**config.mk**
```make
export PLATFORM = sky130hd
export DESIGN_NAME = segdac_front
export DESIGN_NICKNAME = d
export VERILOG_FILES = /design/src/rtl/segdac_pkg.sv /design/src/rtl/segdac_capture.sv /design/src/rtl/segdac_quad.sv /design/src/rtl/segdac_therm.sv /design/src/rtl/segdac_weight.sv /design/src/rtl/segdac_front.sv
export SDC_FILE = /design/constraint.sdc
export NUM_CORES = 1
export LEC_CHECK = 0
export BUFFER_PORTS_ARGS = -buffer_cell sky130_fd_sc_hd__buf_4
export CAP_MARGIN = 10
export CORE_MARGIN = 8
export CORE_UTILIZATION = 45
export CTS_BUF_LIST = sky130_fd_sc_hd__clkbuf_4 sky130_fd_sc_hd__clkbuf_8
export DETAILED_ROUTE_END_ITERATION = 8
export PLACE_DENSITY = 0.79
export SYNTH_ARGS = -nofsm -noshare
export SYNTH_HDL_FRONTEND = slang
export SYNTH_SLANG_ARGS = --single-unit
export TNS_END_PERCENT = 10
```
**constraint.sdc**
```tcl
create_clock -name clk -period 5.5 [get_ports clk]
set_input_delay 0.55 -clock clk [delete_from_list [all_inputs] [get_ports clk]]
set_output_delay 0.55 -clock clk [all_outputs]
set_load 0.03 [all_outputs]
```
**src/rtl/segdac_pkg.sv**
```systemverilog
package segdac_pkg;

    // Default widths of the converter word and of its binary-weighted part.
    localparam int DEF_DATA_W = 10;
    localparam int DEF_BIN_W  = 6;

    // Captured invert request.
    typedef enum logic {
        INV_PASS = 1'b0,
        INV_QUAD = 1'b1
    } inv_mode_e;

    // Number of unary segments produced by a thermometer of the given width.
    function automatic int seg_count(input int therm_w);
        return (1 << therm_w) - 1;
    endfunction

    // Full scale minus one LSB, in LSB units.
    function automatic int full_scale_m1(input int data_w);
        return (1 << data_w) - 1;
    endfunction

endpackage

```
**src/rtl/segdac_capture.sv**
```systemverilog
module segdac_capture
    import segdac_pkg::*;
#(
    parameter int DATA_W = DEF_DATA_W
) (
    input  logic              clk,
    input  logic              rst,
    input  logic [DATA_W-1:0] din,
    input  logic              inv,
    output logic [DATA_W-1:0] word_q,
    output inv_mode_e         mode_q
);

    // Data and invert flag share one register so they cannot slip apart.
    always_ff @(posedge clk) begin
        if (rst) begin
            word_q <= '0;
            mode_q <= INV_PASS;
        end else begin
            word_q <= din;
            mode_q <= inv ? INV_QUAD : INV_PASS;
        end
    end

endmodule

```
**src/rtl/segdac_quad.sv**
```systemverilog
module segdac_quad
    import segdac_pkg::*;
#(
    parameter int DATA_W = DEF_DATA_W
) (
    input  logic [DATA_W-1:0] word,
    input  inv_mode_e         mode,
    output logic [DATA_W-1:0] eff
);

    logic flip;
    assign flip = (mode == INV_QUAD);

    // Every bit below the top one is complemented in quadrature mode.
    for (genvar b = 0; b < DATA_W - 1; b++) begin : g_mag
        assign eff[b] = word[b] ^ flip;
    end

    // The top bit acts as the sign and is never touched.
    assign eff[DATA_W-1] = word[DATA_W-1];

endmodule

```
**src/rtl/segdac_therm.sv**
```systemverilog
module segdac_therm
    import segdac_pkg::*;
#(
    parameter int THERM_W = DEF_DATA_W - DEF_BIN_W,
    localparam int SEG_N  = seg_count(THERM_W)
) (
    input  logic [THERM_W-1:0] upper,
    output logic [SEG_N-1:0]   seg_en
);

    // Enable k turns on once the upper value exceeds k, so the run fills from bit 0.
    for (genvar k = 0; k < SEG_N; k++) begin : g_seg
        assign seg_en[k] = (upper > THERM_W'(k));
    end

endmodule

```
**src/rtl/segdac_weight.sv**
```systemverilog
module segdac_weight
    import segdac_pkg::*;
#(
    parameter int DATA_W  = DEF_DATA_W,
    parameter int BIN_W   = DEF_BIN_W,
    localparam int THERM_W = DATA_W - BIN_W,
    localparam int SEG_N   = seg_count(THERM_W),
    localparam int FS_M1   = full_scale_m1(DATA_W)
) (
    input  logic [SEG_N-1:0]  seg_en,
    input  logic [BIN_W-1:0]  bin_ctl,
    output logic [DATA_W-1:0] i_main,
    output logic [DATA_W-1:0] i_comp
);

    logic [THERM_W-1:0] seg_on;

    // Count the active segments; each one carries 2**BIN_W LSB units.
    always_comb begin
        seg_on = '0;
        for (int k = 0; k < SEG_N; k++) begin
            seg_on = seg_on + THERM_W'(seg_en[k]);
        end
    end

    // Main current: active segment units plus the binary ladder value.
    assign i_main = {seg_on, bin_ctl};

    // Complementary output takes the rest of full scale minus one LSB.
    assign i_comp = DATA_W'(FS_M1) - i_main;

endmodule

```
**src/rtl/segdac_front.sv**
```systemverilog
module segdac_front
    import segdac_pkg::*;
#(
    parameter int DATA_W   = DEF_DATA_W,
    parameter int BIN_W    = DEF_BIN_W,
    localparam int THERM_W = DATA_W - BIN_W,
    localparam int SEG_N   = seg_count(THERM_W)
) (
    input  logic              clk,
    input  logic              rst,
    input  logic [DATA_W-1:0] din,
    input  logic              inv,
    output logic [BIN_W-1:0]  bin_ctl,
    output logic [SEG_N-1:0]  seg_en,
    output logic [DATA_W-1:0] i_main,
    output logic [DATA_W-1:0] i_comp
);

    logic [DATA_W-1:0] word_q;
    inv_mode_e         mode_q;
    logic [DATA_W-1:0] eff;

    segdac_capture #(.DATA_W(DATA_W)) cap_i (
        .clk    (clk),
        .rst    (rst),
        .din    (din),
        .inv    (inv),
        .word_q (word_q),
        .mode_q (mode_q)
    );

    segdac_quad #(.DATA_W(DATA_W)) quad_i (
        .word (word_q),
        .mode (mode_q),
        .eff  (eff)
    );

    // Low part of the effective code goes straight to the ladder.
    assign bin_ctl = eff[BIN_W-1:0];

    segdac_therm #(.THERM_W(THERM_W)) therm_i (
        .upper  (eff[DATA_W-1:BIN_W]),
        .seg_en (seg_en)
    );

    segdac_weight #(.DATA_W(DATA_W), .BIN_W(BIN_W)) weight_i (
        .seg_en  (seg_en),
        .bin_ctl (bin_ctl),
        .i_main  (i_main),
        .i_comp  (i_comp)
    );

    // Checks on the captured path and on the decoded controls.

    AST_RESET_CLEAR: assert property (@(posedge clk) disable iff (rst)
        $fell(rst) |-> (seg_en == '0 && bin_ctl == '0)) else $error("reset clear");

    AST_PASS_THROUGH: assert property (@(posedge clk) disable iff (rst)
        !inv |=> i_main == $past(din)) else $error("pass through");

    AST_SIGN_KEPT: assert property (@(posedge clk) disable iff (rst)
        1'b1 |=> i_main[DATA_W-1] == $past(din[DATA_W-1])) else $error("sign kept");

    AST_LADDER_LAT: assert property (@(posedge clk) disable iff (rst)
        1'b1 |=> bin_ctl == ($past(inv) ? ~$past(din[BIN_W-1:0]) : $past(din[BIN_W-1:0])))
        else $error("ladder latency");

    AST_THERM_FILL: assert property (@(posedge clk) disable iff (rst)
        (seg_en & (seg_en + SEG_N'(1))) == '0) else $error("therm fill");

    AST_SEG_WEIGHT: assert property (@(posedge clk) disable iff (rst)
        int'(i_main[DATA_W-1:BIN_W]) == $countones(seg_en)) else $error("seg weight");

endmodule

```
[Word level (Yosys, flattened, before mapping)]
Index checks and enable logic that the tools add are counted.
Operators by class
  add/subtract/negate cells: 15
  order comparisons: 15
  muxes and demuxes: 1
  bitwise operators: 9
Operator list (number)
  $add A4 B1 Y4: 13
  $gt A4 B4 Y1 const B: 7
  $gt A4 B3 Y1 const B: 4
  $sub A10 B10 Y10 const A: 1
  $xor A1 B1 Y1: 9
  $gt A4 B1 Y1 const B: 2
  $gt A4 B2 Y1 const B: 2
  $add A1 B1 Y2: 1
  $mux W1: 1
Storage, ports and cells
  register bits: 11
  bits of input ports: 13
  word-level logic and storage cells: 42
  output and inout port bits: 41

[Depth between registers and ports, before layout]
  depth in word-level cells: 17
  mapped depth: 17
  mapped depth without buffers: 16

[Cells and area by module]
Synthesis repeated with hierarchy kept, for this count alone.
Second synthesis, totals
  cells, all modules: 109
  area total of the unflattened synthesis: 980.9 µm²
By module, submodules not included
  segdac_weight: times used 1, cells an instance 51, area an instance 405.4 µm², sequential area each 0.0 µm²
  segdac_capture: times used 1, cells an instance 23, area an instance 337.8 µm², sequential area each 220.2 µm²
  segdac_therm: times used 1, cells an instance 24, area an instance 140.1 µm², sequential area each 0.0 µm²
  segdac_quad: times used 1, cells an instance 11, area an instance 97.6 µm², sequential area each 0.0 µm²

[Worst setup path before layout]
No wires, ideal clock.
  path type: flip-flop to output port
  start point: register cap_i.mode_q
  end point: output port i_comp[8]
  slack: 0.004 ns
  cell stages (with the launch flop): 18
  data arrival time: 4.946 ns
  path buffers: 1
  required time: 4.950 ns
  path through: dfxtp_1 > buf_6 > or2_1 > o21ai_0 > nand2_1 > ha_1 > inv_1 > fa_1 > inv_1 > fa_1 > fa_1 > inv_1 > fa_1 > inv_1 > ha_1 > fa_1 > xor2_1 > inv_1
On the way
  word-level cells in the longest chain between the ends: 17
  elaborated cells on any way between the ends: 39
  classes of those cells: 15 x add/sub; 15 x order compare; 9 x bitwise
Ends and longest elaborated chain
  from (decl): line segdac_capture.sv:11  | output inv_mode_e mode_q
  from (signal assigned): line segdac_capture.sv:21  | mode_q <= inv ? INV_QUAD : INV_PASS;
  $xor A1 B1 Y1: line segdac_quad.sv:16  | assign eff[b] = word[b] ^ flip;
  $gt A4 B1 Y1 *: line segdac_therm.sv:13  | assign seg_en[k] = (upper > THERM_W'(k));
  net seg_en[1]: line segdac_front.sv:14  | output logic [SEG_N-1:0] seg_en,
  $add A1 B1 Y2 *: line segdac_weight.sv:22  | seg_on = seg_on + THERM_W'(seg_en[k]);
  $add A4 B1 Y4 * (13 in a row): line segdac_weight.sv:22
  net i_main[8]: line segdac_front.sv:15  | output logic [DATA_W-1:0] i_main,
  $sub A10 B10 Y10 *: line segdac_weight.sv:30  | assign i_comp = DATA_W'(FS_M1) - i_main;
  to (decl): line segdac_front.sv:16  | output logic [DATA_W-1:0] i_comp
The timed path passes the listed nets; every way through them passes the cells marked *.

[Final worst setup path]
  start point: register cap_i.mode_q
  end point: output port i_comp[8]
On the way
  word-level cells in the longest chain between the ends: 17
  elaborated cells on any way between the ends: 39
  classes of those cells: 15 x add/sub; 15 x order compare; 9 x bitwise
Ends and longest elaborated chain (line)
  $xor A1 B1 Y1: segdac_quad.sv:16
  $gt A4 B1 Y1: segdac_therm.sv:13
  $add A1 B1 Y2: segdac_weight.sv:22
  $add A4 B1 Y4 (13 in a row): segdac_weight.sv:22
  $sub A10 B10 Y10 *: segdac_weight.sv:30
Mark *: on every way between the ends. The rest lies on a longest branch, timed or not.

==> impl_metrics.csv <==
group,metric,value,unit
cts,cts_root_buf,"sky130_fd_sc_hd__clkbuf_4",
timing,grt_setup_unrepaired,"true",
critical_path,critical_path_buf_inv_count,6,
logic_synthesis,synth.cells.most_frequent,"21 x sky130_fd_sc_hd__inv_1, 11 x sky130_fd_sc_hd__dfxtp_1, 11 x sky130_fd_sc_hd__nor2b_1, 9 x sky130_fd_sc_hd__fa_1, 8 x sky130_fd_sc_hd__xor2_1",
global_routing,vias_in_the_first_global_route,890,
logic_synthesis,count_of_distinct_cell_types_in_the_synthesized_netlist,24,
route,detail-route-antenna-nets,0,
route,drt_pass1_iterations,4,
die,design.portCount,54,
power_and_ir_drop,power_leakage,0.0007516,uW
logic_synthesis,proportion_of_netlist_area_held_by_the_largest_area_contributor,22.71,%
die,initial_core_util,45.59,%
cts,clkSlewWorstSetupHoldPaths,0.06,ns
die,die_width,62.42,um
logic_synthesis,synth_nets,142,
route,routed.top_layer,"met4",
run,timing.max_cap.violations,0,
logic_synthesis,dominantRegCellSynth,"sky130_fd_sc_hd__dfxtp_1",
route,routed-via-count,872,
route,remaining_drc_errors,0,
power_and_ir_drop,power.density_cell_area,484.6,nW/um^2
logic_synthesis,yosys_register_bits,11,
cts,tritoncts.num_buffers,3,
place,gp_congestion,0.7775,
worst_hold_path,min_path_type,"input port to flop",
critical_path,worst_ep_arrival_time,4.74,ns
logic_synthesis,syn-instance-count,114,
critical_path,cp_max_fo,11,
die,fp.coreArea,2127,um^2
global_routing,globalRoute.totalOverflow,0,
die,rows,17,
power_and_ir_drop,vdd_drop_max,0.0004863,V
final_layout,drive_above_1_share,37.89,%
timing,timing_max_transition_violations_final,0,
logic_synthesis,ys_async_sr_fraction,0,%
logic_synthesis,most_common_cell_in_the_synthesized_netlist,"sky130_fd_sc_hd__inv_1",
global_routing,globalRouteTotalUtil,11.95,%
critical_path,path_delay_family,"adder cells",
cts,clock_sinks,11,
critical_path,timing.critical_path.cells,"or2_1, o21ai_0, nand2_1, ha_1, inv_1, fa_1, inv_1, fa_1, fa_1, inv_1, fa_1, inv_1, ha_1, fa_1, xor2_1, inv_1, buf_4",
die,die-area,3896,um^2
timing,setup_viol,0,
place,hpwlAfterDp,2131,um
critical_path,timing.critical_path.slowest_cell_delay,0.51,ns
logic_synthesis,leading_post_synthesis_cells_by_cell_area,"sky130_fd_sc_hd__dfxtp_1 23%, sky130_fd_sc_hd__fa_1 19%, sky130_fd_sc_hd__inv_1 8.1%",
timing,finalHoldViolations,0,
critical_path,end_kind,"output pin",
timing,max_clock_freq,0.1892,GHz
route,wirelength,2349,um
final_layout,final_core_utilization,64.59,%
timing,final.hold.worst_slack,0.4947,ns
timing,period_utilization,96.12,%
cts,cts-htree-levels,1,
critical_path,crit_path_class,"flop to output pin",
route,wire_per_inst,12.43,um
timing,maxSlewHeadroom,74.00,%
route,dr_wl_met3,239,um
route,met2WireLength,1233,um
logic_synthesis,yosys_warnings,0,
cts,clock_path_buffers,2,
final_layout,num_antenna_cells,0,
critical_path,timing.critical_path.slowest_stage_cell,"sky130_fd_sc_hd__fa_1",
logic_synthesis,number_of_synthesized_flops_with_an_enable_pin,0,
place,buffer_ports.inserted,53,
logic_synthesis,synth_area,969.7,um^2
route,wl_met1,850,um
route,vias_per_cell,4.614,
final_layout,post-route-cell-area,1374,um^2
final_layout,nets,190,
timing,finalWorstPathRequiredPeriod,5.286,ns
critical_path,critPathLaunchType,"flop",
global_routing,grt_pass1_wl,3891,um
place,detailed_place.area,1335,um^2
route,drtIter0Drc,8,
status,run_status,"finished clean",
logic_synthesis,synth_sequential_area_ratio,22.71,%
logic_synthesis,postSynthAreaPerCell,8.506,um^2
die,dieHeight,62.42,um
timing,tightest_slew,0.3895,ns
final_layout,area_growth_syn_to_layout,41.68,%
global_routing,antenna_found_initial,0,
cts,tritoncts_clock_tree,"done",
logic_synthesis,post-synth-top-area-cell,"sky130_fd_sc_hd__dfxtp_1",
critical_path,worst-endpoint-required,4.95,ns
global_routing,grt_max_degree,13,
==> timing repair <==
item                       4_1_cts  5_1_grt
setup endpoints to repair        0        5
hold buffers                     0        0
gates resized for setup          0        3
setup buffers                    0        0
==> flip-flops by register name (all words and copies together), names as in the netlist <==
name and flops:
cap_i.word_q 10, cap_i.mode_q 1
==> power by group <==
group	switching, uW	total (uW)	internal [uW]
logic	329	521	192
registers	4.79	88.9	84.1
clock network	23.3	56.2	32.9
==> metrics by stage <==
stage,setup TNS [ns],total power (uW),setup WS (ns),cells
5_1_grt,-0.02183,713.3,-0.02183,189
3_5_place_dp,0,611.7,0.3732,185
6_report,0,665.7,0.2136,189
3_3_place_gp,0,595.2,0.4980,185
4_1_cts,0,670.3,0.08337,189
2_1_floorplan,0,441.5,0.003956,114
==> path summary, 6_finish.rpt <==
check,cells past startpoint,startpoint,endpoint,slack (ns)
max,17,cap_i.mode_q,i_comp[8],0.21
min,2,inv,cap_i.mode_q,0.49
==> cell families (layout without fill, tap and decap cells) <==
| kind of cell | count (synthesis) | count (layout) | synth area share [%] |
|---|---|---|---|
| and+or+nand+nor | 38 | 38 | 21.16 |
| buffers and inverters | 32 | 79 | 15.48 |
| adders and majority gates | 15 | 15 | 26.32 |
| DFF | 11 | 11 | 22.71 |
| xor gates and xnor gates | 9 | 9 | 8.129 |
| AOI/OAI and AO/OA | 8 | 8 | 5.161 |
| muxes | 1 | 1 | 1.032 |
==> layout by cell type (no fill, tap or decap), drive strengths merged, types with 2 or more instances in the layout <==
cell type  Yosys  routed
a21oi          2       2
nand2b         5       5
nand2          6       6
or2            3       3
fa             9       9
nand3          2       2
and2           5       5
ha             6       6
o22ai          3       3
clkbuf         3       4
buf            7      53
dfxtp         11      11
xor2           8       8
nor2           6       6
nor2b         11      11
inv           21      21
==> per-layer routing <==
metal	GRT usage, %	vias up
met4	4.274	0
met3	5.556	3
met5	0	-
li1	-	427
met1	11.58	401
met2	21.60	41
==> area by class of cell <==
type                       instances  area, um^2
fill                             206       753.2
multi-input combinational         71       603.1
timing repair buffer              53       397.9
sequential                        11       221.5
inverter                          22       86.33
tap                               28       35.03
clock buffer                       4       30.03
Note: power is estimated with default switching activity, not from simulation.
